File: config.mk
export PLATFORM = sky130hd
export DESIGN_NAME = rdreq_splitter
export DESIGN_NICKNAME = d
export VERILOG_FILES = /design/src/rtl/rds_pkg.sv /design/src/rtl/rds_chunker.sv /design/src/rtl/rds_tag_gen.sv /design/src/rtl/rds_cpl_tracker.sv /design/src/rtl/rdreq_splitter.sv
export SDC_FILE = /design/constraint.sdc
export NUM_CORES = 1
export LEC_CHECK = 0
export ABC_AREA = 1
export BUFFER_PORTS_ARGS = -buffer_cell sky130_fd_sc_hd__buf_2
export CAP_MARGIN = 20
export CORE_ASPECT_RATIO = 0.7
export CORE_MARGIN = 5
export CORE_UTILIZATION = 58
export CTS_CLUSTER_SIZE = 20
export DETAILED_ROUTE_END_ITERATION = 8
export HOLD_SLACK_MARGIN = 0.05
export PLACE_DENSITY = 0.88
export SYNTH_ARGS = -nofsm -noshare
export SYNTH_HDL_FRONTEND = slang
export SYNTH_SLANG_ARGS = --single-unit
File: constraint.sdc
create_clock -name clk -period 8.31 [get_ports clk]
set_input_delay 0.4155 -clock clk [delete_from_list [all_inputs] [get_ports clk]]
set_output_delay 0.4155 -clock clk [all_outputs]
set_load 0.02 [all_outputs]
File: src/rtl/rds_pkg.sv
package rds_pkg;
    typedef enum logic [1:0] {
        ST_IDLE  = 2'd0,
        ST_ISSUE = 2'd1,
        ST_WAIT  = 2'd2,
        ST_DONE  = 2'd3
    } rds_state_e;
endpackage

File: src/rtl/rds_chunker.sv
// Picks the size of the next sub-request from the bytes still to issue.
module rds_chunker #(
    parameter int BC_W  = 13,
    parameter int CHUNK = 512
) (
    input  logic [BC_W-1:0] remain,
    input  logic            split,
    output logic [BC_W-1:0] size
);
    localparam logic [BC_W-1:0] CAP = BC_W'(CHUNK);

    always_comb begin
        if (split && (remain > CAP)) size = CAP;
        else                         size = remain;
    end
endmodule

File: src/rtl/rds_tag_gen.sv
// Wrapping counter that supplies a fresh tag per forwarded request.
module rds_tag_gen #(
    parameter int TAG_W = 5
) (
    input  logic             clk,
    input  logic             rst_n,
    input  logic             step,
    output logic [TAG_W-1:0] tag
);
    always_ff @(posedge clk) begin
        if (!rst_n)    tag <= '0;
        else if (step) tag <= tag + 1'b1;
    end
endmodule

File: src/rtl/rds_cpl_tracker.sv
// Sums completion bytes for the outstanding sub-request.
module rds_cpl_tracker #(
    parameter int BC_W = 13
) (
    input  logic            clk,
    input  logic            rst_n,
    input  logic            clr,
    input  logic            acc,
    input  logic [BC_W-1:0] beat,
    input  logic [BC_W-1:0] target,
    output logic            reach
);
    localparam int CW = BC_W + 1;

    logic [CW-1:0] cnt;
    logic [CW-1:0] sum;

    always_comb begin
        sum   = cnt + (acc ? CW'(beat) : '0);
        reach = acc && (sum >= CW'(target));
    end

    always_ff @(posedge clk) begin
        if (!rst_n || clr) cnt <= '0;
        else if (acc)      cnt <= sum;
    end
endmodule

File: src/rtl/rdreq_splitter.sv
module rdreq_splitter
    import rds_pkg::*;
#(
    parameter int ADDR_W   = 32,
    parameter int BC_W     = 13,
    parameter int TAG_W    = 5,
    parameter int LIM_W    = 7,
    parameter int CHUNK    = 512,
    parameter int WHOLE_KB = 32
) (
    input  logic              clk,
    input  logic              rst_n,
    input  logic [LIM_W-1:0]  commit_kb,
    input  logic              req_valid,
    output logic              req_ready,
    input  logic [ADDR_W-1:0] req_addr,
    input  logic [BC_W-1:0]   req_bytes,
    input  logic [TAG_W-1:0]  req_tag,
    output logic              sub_valid,
    input  logic              sub_ready,
    output logic [ADDR_W-1:0] sub_addr,
    output logic [BC_W-1:0]   sub_bytes,
    output logic [TAG_W-1:0]  sub_tag,
    input  logic              cpl_valid,
    input  logic [BC_W-1:0]   cpl_bytes,
    output logic              done,
    output logic [TAG_W-1:0]  done_tag
);
    localparam logic [LIM_W-1:0] WHOLE_LIM = LIM_W'(WHOLE_KB);

    rds_state_e        state_q, state_d;
    logic [ADDR_W-1:0] addr_q;
    logic [BC_W-1:0]   remain_q;
    logic [BC_W-1:0]   size_q;
    logic [BC_W-1:0]   size_next;
    logic [TAG_W-1:0]  orig_tag_q;
    logic [TAG_W-1:0]  tag_q;
    logic              split_q;
    logic              accept, fire, reach;

    assign accept = req_valid && req_ready;
    assign fire   = sub_valid && sub_ready;

    rds_chunker #(.BC_W(BC_W), .CHUNK(CHUNK)) i_chunker (
        .remain (remain_q),
        .split  (split_q),
        .size   (size_next)
    );

    rds_tag_gen #(.TAG_W(TAG_W)) i_tag (
        .clk   (clk),
        .rst_n (rst_n),
        .step  (fire),
        .tag   (tag_q)
    );

    rds_cpl_tracker #(.BC_W(BC_W)) i_trk (
        .clk    (clk),
        .rst_n  (rst_n),
        .clr    (fire),
        .acc    (cpl_valid && (state_q == ST_WAIT)),
        .beat   (cpl_bytes),
        .target (size_q),
        .reach  (reach)
    );

    // State register
    always_ff @(posedge clk) begin
        if (!rst_n) state_q <= ST_IDLE;
        else        state_q <= state_d;
    end

    // Transitions
    always_comb begin
        state_d = state_q;
        unique case (state_q)
            ST_IDLE:  if (req_valid) state_d = ST_ISSUE;
            ST_ISSUE: if (sub_ready) state_d = ST_WAIT;
            ST_WAIT:  if (reach)     state_d = (remain_q == '0) ? ST_DONE : ST_ISSUE;
            ST_DONE:  state_d = req_valid ? ST_ISSUE : ST_IDLE;
            default:  state_d = ST_IDLE;
        endcase
    end

    // Outputs
    always_comb begin
        req_ready = 1'b0;
        sub_valid = 1'b0;
        done      = 1'b0;
        unique case (state_q)
            ST_IDLE:  req_ready = 1'b1;
            ST_ISSUE: sub_valid = 1'b1;
            ST_WAIT:  ;
            ST_DONE:  begin req_ready = 1'b1; done = 1'b1; end
            default:  ;
        endcase
    end

    assign sub_addr  = addr_q;
    assign sub_bytes = size_next;
    assign sub_tag   = tag_q;
    assign done_tag  = orig_tag_q;

    // Request datapath
    always_ff @(posedge clk) begin
        if (!rst_n) begin
            addr_q     <= '0;
            remain_q   <= '0;
            size_q     <= '0;
            orig_tag_q <= '0;
            split_q    <= 1'b0;
        end else if (accept) begin
            addr_q     <= req_addr;
            remain_q   <= req_bytes;
            orig_tag_q <= req_tag;
            split_q    <= (commit_kb < WHOLE_LIM);
        end else if (fire) begin
            size_q   <= size_next;
            addr_q   <= addr_q + ADDR_W'(size_next);
            remain_q <= remain_q - size_next;
        end
    end
endmodule

After elaboration in Yosys (flattened, before gate mapping)
Index checks and enable logic that the tools add are counted.
- register bits after elaboration: 85
- input port bits: 75
- equality and inequality tests: 6
- muxes and demuxes: 15
- reduce and logical (&&, ||, !) cells: 13
- bitwise operators: 1
- magnitude comparators: 3
- add/subtract/negate cells: 4
- operator list (cell ; count):
    32-bit 2-to-1 mux ; 2
    13-bit 2-to-1 mux ; 4
    32-bit by 13-bit adder with 32-bit output ; 1
    14-bit adder ; 1
    14-bit by 13-bit greater-or-equal comparator with 1-bit output ; 1
    13-bit by 10-bit greater-than comparator with 1-bit output (second input constant) ; 1
    13-bit logical NOT ; 1
    13-bit subtractor ; 1
    2-bit 2-to-1 mux ; 4
    2-bit one-hot mux with 4 select lines ; 1
    7-bit by 6-bit less-than comparator with 1-bit output (second input constant) ; 1
    5-bit by 1-bit adder with 5-bit output (second input constant) ; 1
    1-bit logical AND ; 5
    2-bit equality test (second input constant) ; 2
    1-bit 2-to-1 mux ; 4
    2-bit inequality test (second input constant) ; 2
    3-bit AND reduction ; 1
    2-bit by 1-bit equality test with 1-bit output (second input constant) ; 1
    2-bit logical NOT ; 1
    2-bit by 1-bit inequality test with 1-bit output (second input constant) ; 1
    2-bit AND reduction ; 1
    2-bit nonzero test ; 1
    2-bit OR reduction ; 1
    1-bit logical NOT ; 1
    other kinds (2) ; 2

Logic depth before layout (Yosys ltp)
- depth after elaboration: 8
- mapped depth: 28
- depth with buffers taken out: 27

Modules after synthesis
From an unflattened synthesis, not the netlist that was laid out.
- cells, all modules: 1137
- area, all modules: 7093.1 sq um
- by module, submodules not included (module ; cells an instance ; times used ; area an instance (sq um)):
    rdreq_splitter ; 801 ; 1 ; 5027.3
    rds_cpl_tracker ; 261 ; 1 ; 1600.3
    rds_chunker ; 47 ; 1 ; 255.2
    rds_tag_gen ; 28 ; 1 ; 210.2

Least setup slack after synthesis
No wires, ideal clock.
- kind: register to register
- start: reg state_q[0]
- end: reg state_q[1]
- setup slack: 4.726 ns
- data required time: 8.240 ns
- data arrival time: 3.514 ns
- clock period less this slack: 3.584 ns
- buffers on the path: 1
- stages on the path, launching flop included: 26
- library setup time: 0.070 ns
- path through: dfxtp_1 inv_1 ha_1 nand2_1 clkbuf_1 nor2_1 ha_1 fa_1 a31oi_1 inv_1 a21oi_1 xnor2_1 ha_1 nand2_1 nor2_1 a211oi_1 nand2_1 nand2_1 nand2_1 nand2_1 nand2_1 nand2_1 nand2_1 nand2_1 nand2_1 a21oi_1
- word-level cells in the longest chain between the ends: 8
- RTL lines (what ; line ; source):
    start: declaration ; rdreq_splitter.sv:31 ; rds_state_e state_q, state_d;
    start signal: assignment ; rdreq_splitter.sv:70 ; else state_q <= state_d;
    2-bit equality test ; rdreq_splitter.sv:61 ; .acc (cpl_valid && (state_q == ST_WAIT)),
    1-bit logical AND ; rdreq_splitter.sv:61 ;
    13-bit 2-to-1 mux ; rds_cpl_tracker.sv:19 ; sum = cnt + (acc ? CW'(beat) : '0);
    14-bit adder ; rds_cpl_tracker.sv:19 ;
    via i_trk.sum[8] ; rds_cpl_tracker.sv:16 ; logic [CW-1:0] sum;
    14-bit by 13-bit greater-or-equal comparator with 1-bit output ; rds_cpl_tracker.sv:20 ; reach = acc && (sum >= CW'(target));
    1-bit logical AND ; rds_cpl_tracker.sv:20 ;
    2-bit by 1-bit inequality test with 1-bit output (no line) ; - ;
    3-bit AND reduction (no line) ; - ;
The timed path passes the listed nets, and every way through them passes these cells.
A chain may end at the register's enable or synchronous reset.

Final worst setup path
Same ends and word-level chain as after synthesis.

==> summary.md <==
| Metric | Value |
|---|---|
| Synth Area in Simple Gates | a little over a quarter |
| IO Count | 133 |
| Largest net degree at the start of global routing | 55 |
| Required time worst endpoint | 8.58 ns |
| Max H-tree Level | 3 |
| Netlist cell types | 51 |
| Initial antenna violation count | 0 |
| Area delta synth->final | 16.5% |
| Unrepaired setup endpoints after global routing | no |
| Fin. max-slew vios | 0 |
| Min cycle time layout | 4.28 ns |
| FFs w/ async S/R, synth | 0% |
| Synth Area in XOR/XNOR | under 10% |
| DR WL/cell | 14.3 um |
| Full die area | 12400 um^2 |
| P_leak | 3.46 nW |
| Crit path capture type | register |
| Die span in y | 94.6 um |
| ANT cells | 0 |
| TritonRoute pass-1 iters | 5 |
| Reg-to-reg endpoint | state_q[1] |
| Worst Path Buf+Inv | 1 |
| MaxCap Viol Count | 0 |
| Number of clock sinks | 85 |
| Worst-case reg-to-reg path depth | 27 |
| Iteration-0 DRC Markers | 600 |
| Post-synthesis mux area share | 0% |
| Worst-path clk slew | 0.07 ns |
| Most common cell after layout, fill and taps aside | nand2_1 |
| WP depth | 27 |
| Hold path start | req_tag[4] |
| Fin. Hold Viols | 0 |
| CP delay by family, top | simple AND/OR/NAND/NOR gates |
| Hold depth | 3 |
| Vias | 6212 |
| Worst hold endpoint | done_tag[4] |
| Register area share after synthesis | between 20% and 30% |
| CTS tree | yes |
| Worst path max stage delay | 0.58 ns |
| Fin util | around 70% |
| Setup tns final | 0 ns |
| Adder-cell share of the synthesized area | 10.4% |
| Number of global-route vias before repair | 5628 |
| Setup-failing EPs final | 0 |
| Most frequent cells in the layout | 203 x nand2_1, 127 x buf_2, 121 x inv_1 |
| Post-Synthesis Cell Area | just under 6000 um^2 |
| Critical path launch point type | register |
| Die X | 131 um |
| Worst hold path type | in2reg |
| Crit Path Class | reg2reg |
| Total routed wirelength | 16.2 mm |
| Std-Cell Rows | 30 |
| Clk buf depth | 2 |
| Hold buffers post-CTS | 0 |
| Worst path most repeated cell | nand2_1 |
| Remaining Overflow, GRT | 0 |
| Layout cells sized above 1 | between 10% and 20% |
| I/O Buffers | 127 |
| Placement Cell Area | 6620 um^2 |
| RR Startpoint | state_q[0] |
| Post-Syn Instances | 893 |
| Clock root buffer | clkbuf_16 |
| Final Power | 1.85 mW |
| Average cell area after synthesis | 6.63 um^2 |
| CP arrival | 4.55 ns |
| R2R Setup Slk | slightly above 4 ns |
| Postcts setup bufs | 0 |
| Pwr dens | 269 nW/um^2 |
| GP Congestion | around 0.97 |
| ANT nets after route | 0 |
| Slew margin rel. | 36.7% |
| Synth Area in Compound Gates | 18.0% |
| GRT Util Overall | 26.3% |
| Core area | slightly below 10000 um^2 |
| Post-layout nets | 1129 |
| First-pass GRT wire length | 26.5 mm |
| Worst Skew | around 0.012 ns |
| Status | finished, final reports clean |
| Slowest library cell on the worst path | nand2_1 |
| Achievable Freq | ~230 MHz |
| Clk_lat worst skew | around 0.34 ns |
| Final period utilization | 51.5% |
| Starting Density | 60.2% |
| Ys flop type | dfxtp_1 |
| #FFs+latches synth | 85 |
| Post-synth EDFFs | 0 |
| Crit path max fanout | 26 |
| Warnings, synthesis | 0 |
| TritonCTS Buffers | 9 |
| Avg Vias per Cell | around 5.5 |
| Worst VDD drop | 196 uV |
| Worst Tran Pin Value | around 0.95 ns |
| Drt drc | 0 |
| Net Count, Synth | 1016 |
| Post-route cell area | ~6900 um^2 |
| Largest family of logic cells by synthesized area | simple AND/OR/NAND/NOR gates |
| Post-CTS sizing | 0 |
| Dpl hpwl | approximately 12 mm |
metrics by stage:
stage / hold WS, ns / std cells / setup slack, ns
global route: 0.317 / 1139 / 3.52
CTS: 0.312 / 1139 / 4.07
floorplan: 0.448 / 893 / 4.73
detailed placement: 0.468 / 1123 / 4.09
finish: 0.319 / 1139 / 4.03
global placement: 0.459 / 1123 / 4.18
cells by family after synthesis:
group           after synthesis
flops                        85
xor+xnor                     36
other cells                   1
fa+ha+maj                    48
compound gates              185
buf+inv                     154
simple gates                384
worst register-to-register path: stages, from the launching register on:
cell and delay [ns]:
dfxtp_1 0.40, inv_1 0.13, ha_1 0.26, nand2_1 0.58, nor2_1 0.10, ha_1 0.36, a21oi_1 0.17, nand2_1 0.10
nand2_1 0.07, nand2_1 0.11, nand2_1 0.08, nand2_1 0.07, a21boi_0 0.33, xnor2_1 0.20, ha_1 0.28, nand2_1 0.08
nor2_1 0.05, a211oi_1 0.16, nand2_1 0.10, nand2_1 0.06, nand2_1 0.05, nand2_1 0.05, nand2_1 0.04, nand2_1 0.05
nand2_1 0.07, nand2_1 0.08, nand2_1 0.06, a21oi_1 0.13
Yosys cell counts (3+ instances only):
master | instances | area (um^2)
inv_1 | 121 | 454
ha_1 | 46 | 576
or2_2 | 3 | 18.8
nor4_1 | 4 | 25.0
xnor2_1 | 8 | 70.1
o211ai_1 | 4 | 30.0
o21ai_1 | 3 | 15.0
nand2_2 | 5 | 31.3
nand3_2 | 3 | 30.0
dfxtp_1 | 85 | 1700
o21ai_0 | 64 | 320
nand3_1 | 41 | 205
a21oi_1 | 59 | 295
nand4_1 | 6 | 37.5
a221oi_1 | 3 | 26.3
nor3_1 | 7 | 35.0
nand2_1 | 203 | 762
nor2_2 | 4 | 25.0
inv_2 | 4 | 15.0
buf_2 | 7 | 35.0
a21oi_2 | 3 | 26.3
nor2_1 | 100 | 375
a31oi_1 | 33 | 206
xor2_1 | 28 | 245
clkbuf_1 | 16 | 60.1
where the power goes:
group	switching [mW]	internal (mW)
logic	0.603	0.293
clock network	0.170	0.211
registers	0.0810	0.497
layer usage:
layer / GRT usage (%) / wire [um] / vias to the layer above
met1: 38.4 / 7570 / 2771
li1: - / - / 3130
met2: 38.6 / 6690 / 288
met4: 6.68 / 229 / 0
met3: 6.67 / 1760 / 23
met5: 0 / 0 / -
layout make-up:
| cell class | count | area (um^2) |
|---|---|---|
| flip-flops and latches | 85 | 1700 |
| inverters | 126 | 473 |
| clock inverters | 5 | 36.3 |
| repair buffers | 130 | 658 |
| fillers | 859 | 2940 |
| clock buffers | 11 | 243 |
| multi-input cells | 654 | 3630 |
| well taps | 128 | 160 |
registers in the layout, indices dropped and copies added (netlist names):
register,cells
i_trk.cnt,14
size_q,13
i_tag.tag,5
remain_q,13
sub_addr,32
split_q,1
done_tag,5
state_q,2
how the worst max path moves through the flow:
stage          slack (ns)    endpoint        from
2_1_floorplan        4.73  state_q[1]  state_q[0]
3_3_place_gp         4.18  state_q[0]  state_q[0]
3_5_place_dp         4.09  state_q[0]  state_q[0]
4_1_cts              4.07  state_q[1]  state_q[0]
5_1_grt              3.52  state_q[1]  state_q[0]
6_report             4.03  state_q[1]  state_q[0]
Power figures use the tool's default switching activity.
